[src/rtl/fiper_pkg.sv]
package fiper_pkg;
  typedef enum logic [1:0] {
    ARM_IDLE = 2'd0,
    ARM_WAIT = 2'd1,
    ARM_RUN  = 2'd2
  } arm_state_e;
endpackage

[src/rtl/fiper_arm.sv]
module fiper_arm
  import fiper_pkg::*;
#(
  parameter int TIME_W = 64
) (
  input  logic              clk_i,
  input  logic              rst_ni,
  input  logic              enable_i,
  input  logic              tick_i,
  input  logic              smode_i,
  input  logic [TIME_W-1:0] time_i,
  input  logic [TIME_W-1:0] alarm_i,
  output logic              arm_o
);
  arm_state_e state_q;
  logic       go;

  // >= so a time step that jumps over the alarm still arms
  assign go    = tick_i && (!smode_i || (time_i >= alarm_i));
  assign arm_o = (state_q == ARM_WAIT) && go;

  always_ff @(posedge clk_i or negedge rst_ni) begin
    if (!rst_ni) begin
      state_q <= ARM_IDLE;
    end else if (!enable_i) begin
      state_q <= ARM_IDLE;
    end else begin
      case (state_q)
        ARM_IDLE: state_q <= ARM_WAIT;
        ARM_WAIT: if (go) state_q <= ARM_RUN;
        default:  state_q <= ARM_RUN;
      endcase
    end
  end
endmodule

[src/rtl/fiper_chan.sv]
module fiper_chan #(
  parameter int IVL_W  = 32,
  parameter int PRSC_W = 16,
  parameter int PER_W  = 10
) (
  input  logic              clk_i,
  input  logic              rst_ni,
  input  logic              clear_i,
  input  logic              arm_i,
  input  logic              tick_i,
  input  logic [IVL_W-1:0]  ivl_i,
  input  logic [PRSC_W-1:0] prsc_i,
  input  logic [PER_W-1:0]  per_i,
  output logic              pulse_o,
  output logic              evt_o
);
  logic              active_q;
  logic [IVL_W-1:0]  cnt_q;
  logic [PRSC_W-1:0] wcnt_q;
  logic              pulse_q;
  logic              evt_q;
  logic [IVL_W-1:0]  per_ext;
  logic [PRSC_W-1:0] width;
  logic              fire;

  assign per_ext = IVL_W'(per_i);
  assign width   = (prsc_i == '0) ? PRSC_W'(1) : prsc_i;
  // underflow of the next decrement starts a pulse
  assign fire    = tick_i && active_q && (cnt_q < per_ext);

  always_ff @(posedge clk_i or negedge rst_ni) begin
    if (!rst_ni) begin
      active_q <= 1'b0;
      cnt_q    <= '0;
      wcnt_q   <= '0;
      pulse_q  <= 1'b0;
      evt_q    <= 1'b0;
    end else begin
      evt_q <= 1'b0;
      if (clear_i) begin
        active_q <= 1'b0;
        cnt_q    <= '0;
        wcnt_q   <= '0;
        pulse_q  <= 1'b0;
      end else if (arm_i) begin
        active_q <= 1'b1;
        cnt_q    <= '0;
      end else if (tick_i && active_q) begin
        if (fire) begin
          cnt_q   <= ivl_i;
          pulse_q <= 1'b1;
          wcnt_q  <= width;
          evt_q   <= 1'b1;
        end else begin
          cnt_q <= cnt_q - per_ext;
          if (pulse_q) begin
            if (wcnt_q <= PRSC_W'(1)) pulse_q <= 1'b0;
            else                      wcnt_q  <= wcnt_q - PRSC_W'(1);
          end
        end
      end
    end
  end

  assign pulse_o = pulse_q;
  assign evt_o   = evt_q;
endmodule

[src/rtl/fiper_gen.sv]
module fiper_gen #(
  parameter int NCH    = 2,
  parameter int IVL_W  = 32,
  parameter int PRSC_W = 16,
  parameter int PER_W  = 10,
  parameter int TIME_W = 64
) (
  input  logic                 clk_i,
  input  logic                 rst_ni,
  input  logic                 enable_i,
  input  logic                 tick_i,
  input  logic                 start_mode_i,
  input  logic [PER_W-1:0]     ref_period_i,
  input  logic [PRSC_W-1:0]    prescale_i,
  input  logic [NCH*IVL_W-1:0] interval_i,
  input  logic [TIME_W-1:0]    time_i,
  input  logic [TIME_W-1:0]    alarm_i,
  output logic [NCH-1:0]       pulse_o,
  output logic [NCH-1:0]       evt_o
);
  localparam int IVL_TOT = NCH * IVL_W;

  logic [IVL_TOT-1:0] ivl_sh;
  logic [PRSC_W-1:0]  prsc_sh;
  logic [PER_W-1:0]   per_sh;
  logic               smode_sh;
  logic               arm;

  // settings open for capture only while the timer is disabled
  always_ff @(posedge clk_i or negedge rst_ni) begin
    if (!rst_ni) begin
      ivl_sh   <= '0;
      prsc_sh  <= '0;
      per_sh   <= '0;
      smode_sh <= 1'b0;
    end else if (!enable_i) begin
      ivl_sh   <= interval_i;
      prsc_sh  <= prescale_i;
      per_sh   <= ref_period_i;
      smode_sh <= start_mode_i;
    end
  end

  fiper_arm #(.TIME_W(TIME_W)) u_arm (
    .clk_i    (clk_i),
    .rst_ni   (rst_ni),
    .enable_i (enable_i),
    .tick_i   (tick_i),
    .smode_i  (smode_sh),
    .time_i   (time_i),
    .alarm_i  (alarm_i),
    .arm_o    (arm)
  );

  for (genvar c = 0; c < NCH; c++) begin : g_chan
    fiper_chan #(.IVL_W(IVL_W), .PRSC_W(PRSC_W), .PER_W(PER_W)) u_chan (
      .clk_i   (clk_i),
      .rst_ni  (rst_ni),
      .clear_i (!enable_i),
      .arm_i   (arm),
      .tick_i  (tick_i),
      .ivl_i   (ivl_sh[c*IVL_W +: IVL_W]),
      .prsc_i  (prsc_sh),
      .per_i   (per_sh),
      .pulse_o (pulse_o[c]),
      .evt_o   (evt_o[c])
    );
  end
endmodule

[config.mk]
export PLATFORM = sky130hd
export DESIGN_NAME = fiper_gen
export DESIGN_NICKNAME = d
export VERILOG_FILES = /design/src/rtl/fiper_pkg.sv /design/src/rtl/fiper_arm.sv /design/src/rtl/fiper_chan.sv /design/src/rtl/fiper_gen.sv
export SDC_FILE = /design/constraint.sdc
export NUM_CORES = 1
export LEC_CHECK = 0
export BUFFER_PORTS_ARGS = -buffer_cell sky130_fd_sc_hd__buf_2
export CORE_MARGIN = 2
export CORE_UTILIZATION = 50
export DETAILED_ROUTE_END_ITERATION = 8
export GPL_ROUTABILITY_DRIVEN = 0
export GPL_TIMING_DRIVEN = 0
export MAX_ROUTING_LAYER = met4
export PLACE_DENSITY = 0.74
export SKIP_LAST_GASP = 1
export SYNTH_ARGS = -nofsm -noshare
export SYNTH_HDL_FRONTEND = slang
export SYNTH_SLANG_ARGS = --single-unit
[constraint.sdc]
create_clock -name clk_i -period 3.1 [get_ports clk_i]
set_input_delay 0.465 -clock clk_i [delete_from_list [all_inputs] [get_ports clk_i]]
set_output_delay 0.465 -clock clk_i [all_outputs]
set_load 0.01 [all_outputs]
==> results.cfg <==
[sta]
rsz0062_at_grt = true
slew_violations = 0
fin_crit_ps = 3160
max_freq_mhz = 316
worst_slack_ps = -63.7
finalSetupTns_ps = -121
clock_skew_ps = 13.2
hold_viol = 0
setup_viol = 6
slew_headroom = 0.419
worst_pin_slew_ps = 872
hold_ws_ps = 11.2
fin_crit_sh = 1.02

[final_layout]
final_nets = 1920
final_cell_mix = buf_2, dfrtp_1, nor2_1
antennaDiodeCount = 0
final_common_cell = buf_2
drive_gt1_frac = 0.291
syn_to_final_growth_pct = 24.4

[clock_tree]
clockRootBuffer = clkbuf_16
cts_tree = built
clock_sinks = 194
cts_buffers = 17
cts_hold_buffers = 0
cts.clk_slew.worst_paths_ps = 70
clkLatencyLatePin_ps = 460
clockBufferDepth = 2
cts.htree.levels = 4

[critical_path]
critPathCaptureType = flop
start_kind = flop
cp-startpoint = per_sh[0]
cp-endpoint = g_chan[0].u_chan.cnt_q[3]
crit_fanout = 4
r2r-end = g_chan[0].u_chan.cnt_q[3]
crit_arrival_ps = 3520
r2r-start = per_sh[0]
path_class = reg -> reg
critPathRequiredTime_ps = 3450
rrSetupSlack_ps = -60
ff2ff_path_depth = 13

[yosys]
yosysTopAreaCellShare = 0.398
syn_nets = 1643
netlist_instances = 1330
synth.distinct_cells = 71
synth_area_leader_cell = dfrtp_1
async_reset_ff_frac = 1.00
syn_area_per_cell_sq_um = 9.17
synth_flop_cell = dfrtp_1
synth_edf_count = 0
syn_area_sq_um = 12200
ys_seq_area_frac = 0.398
ys_top_cells_by_area = dfrtp_1, ha_1, mux2_2
synth_seq_cells = 194
synth_warnings = 0

[routing]
vias_per_cell = 6.12
wirelength_microns = 38700
firstDrtPassIters = 6
ant_nets = 0
wl_per_cell_microns = 19.9
drt_drc_violations_left = 0
dr.first_iter.drc_count = 1307
vias = 11900

[place]
post-dp-hpwl_microns = 27600
port_buffers = 225

[die]
rows = 57
die_y_microns = 160
die_area_sq_um = 25600
dieWidth_microns = 160
ios = 227
core_sq_um = 24100
start_util = 0.506

[grt]
grt_usage = 0.302
antenna_found_initial = 0
grt_pass1_wl_microns = 59100
grt_pass1_vias = 11400
grt_max_degree = 109
grt.overflow.total = 0

[run_status]
status = finished, violations left
violations = setup timing

[run]
drv_cap = 0

[power]
max-vdd-ir-drop_uv = 426
leakagePower_uw = 0.00717
power_density_nw_per_um2 = 458

[min_path]
hold_class = in -> async
cells by family after synthesis:
group | Yosys count | share of synthesized area
AO/OA/AOI/OAI | 337 | 0.177
adder cells (fa/ha/maj) | 90 | 0.0936
buffers and inverters | 158 | 0.0531
multiplexers | 107 | 0.0972
flip-flops | 194 | 0.398
XOR/XNOR | 11 | 0.00790
AND/OR/NAND/NOR | 433 | 0.173
layer usage:
| metal | wire [microns] | global-route usage |
|---|---|---|
| met5 | 0 | - |
| met2 | 18200 | 0.486 |
| met3 | 3830 | 0.0647 |
| met4 | 1600 | 0.119 |
| met1 | 15100 | 0.373 |
worst min path at each step:
stage / from / end / slack [ps] / depth (start not counted)
after detailed placement: u_arm.state_q[1] / u_arm.state_q[0] / 480 / 1
final: rst_ni / prsc_sh[0] / 10 / 1
after CTS: rst_ni / prsc_sh[0] / 60 / 1
after global routing: rst_ni / prsc_sh[0] / 80 / 1
after global placement: u_arm.state_q[1] / u_arm.state_q[0] / 480 / 1
after floorplan: rst_ni / g_chan[0].u_chan.cnt_q[0] / 170 / 0
cells in the mapped netlist, types with 4 or more instances:
master	number
mux2i_1	16
clkbuf_1	50
a21oi_1	103
nand4_1	17
mux2_2	91
nor3_1	53
buf_4	8
nand2b_1	6
nand3b_1	6
o41ai_1	8
o21ai_1	8
nand2_1	102
nand3_1	25
nor2_1	125
a21boi_0	5
o22ai_1	5
or4_1	11
nor2b_1	6
a21o_1	13
and2_1	13
inv_1	93
o21a_1	12
a311oi_1	6
or2_2	5
ha_1	88
or3_1	13
o21ai_0	65
o31ai_1	15
o31a_1	7
nor3b_1	5
xnor2_1	8
o211ai_1	14
nor4_1	23
o2111ai_1	4
dfrtp_1	194
and3_1	10
a211oi_1	27
a31oi_1	13
flip-flops by register name, summed over array words and instances (netlist names):
register and flops:
u_arm.state_q 2, g_chan.u_chan.pulse_o 2, g_chan.u_chan.cnt_q 64, ivl_sh 64, prsc_sh 16, g_chan.u_chan.active_q 1
g_chan.u_chan.wcnt_q 32, g_chan.u_chan.evt_o 2, smode_sh 1, per_sh 10
worst max-delay path, stage by stage (launching register included):
cell       delay (ps)
dfrtp_1           430
ha_4              190
fa_2              430
nor2b_4           160
o31a_1            240
o2111ai_2         160
a21o_2            250
and3_4            170
buf_12            130
buf_16            130
buf_12            120
buf_4             130
o31a_1            320
a211oi_2          220
stage by stage:
step                      power [uW]  instances  setup slack, ps  cell area, sq um  utilization
after detailed placement        4350       1880            -1230             13800        0.571
after global placement          4300       1879            -1730             13700        0.569
final                           6950       1944            -63.7             15200        0.629
after CTS                       6810       1927             -102             14700        0.611
after global routing            7220       1944             -116             15200        0.629
after floorplan                 3800       1330             77.5             12200            -
power by group:
part / total, uW / switching [uW] / internal [uW]
combinational: 1700 / 944 / 754
sequential: 2850 / 161 / 2690
clock: 2390 / 1090 / 1300
area by class of cell:
cell class / instances / area [sq um]
Sequential cell: 194 / 4860
Tap cell: 324 / 405
Fill cell: 2079 / 8940
Inverter: 93 / 349
Clock inverter: 14 / 195
Multi-Input combinational cell: 978 / 6980
Buffer: 65 / 423
Timing Repair Buffer: 258 / 1530
Clock buffer: 18 / 429
repair_timing:
item	4_1_cts	5_1_grt
pin swaps	8	31
gates resized for setup	51	68
setup buffers	12	16
cloned	3	1
endpoints found under the setup margin	101	101
(Power assumes the default switching activity.)
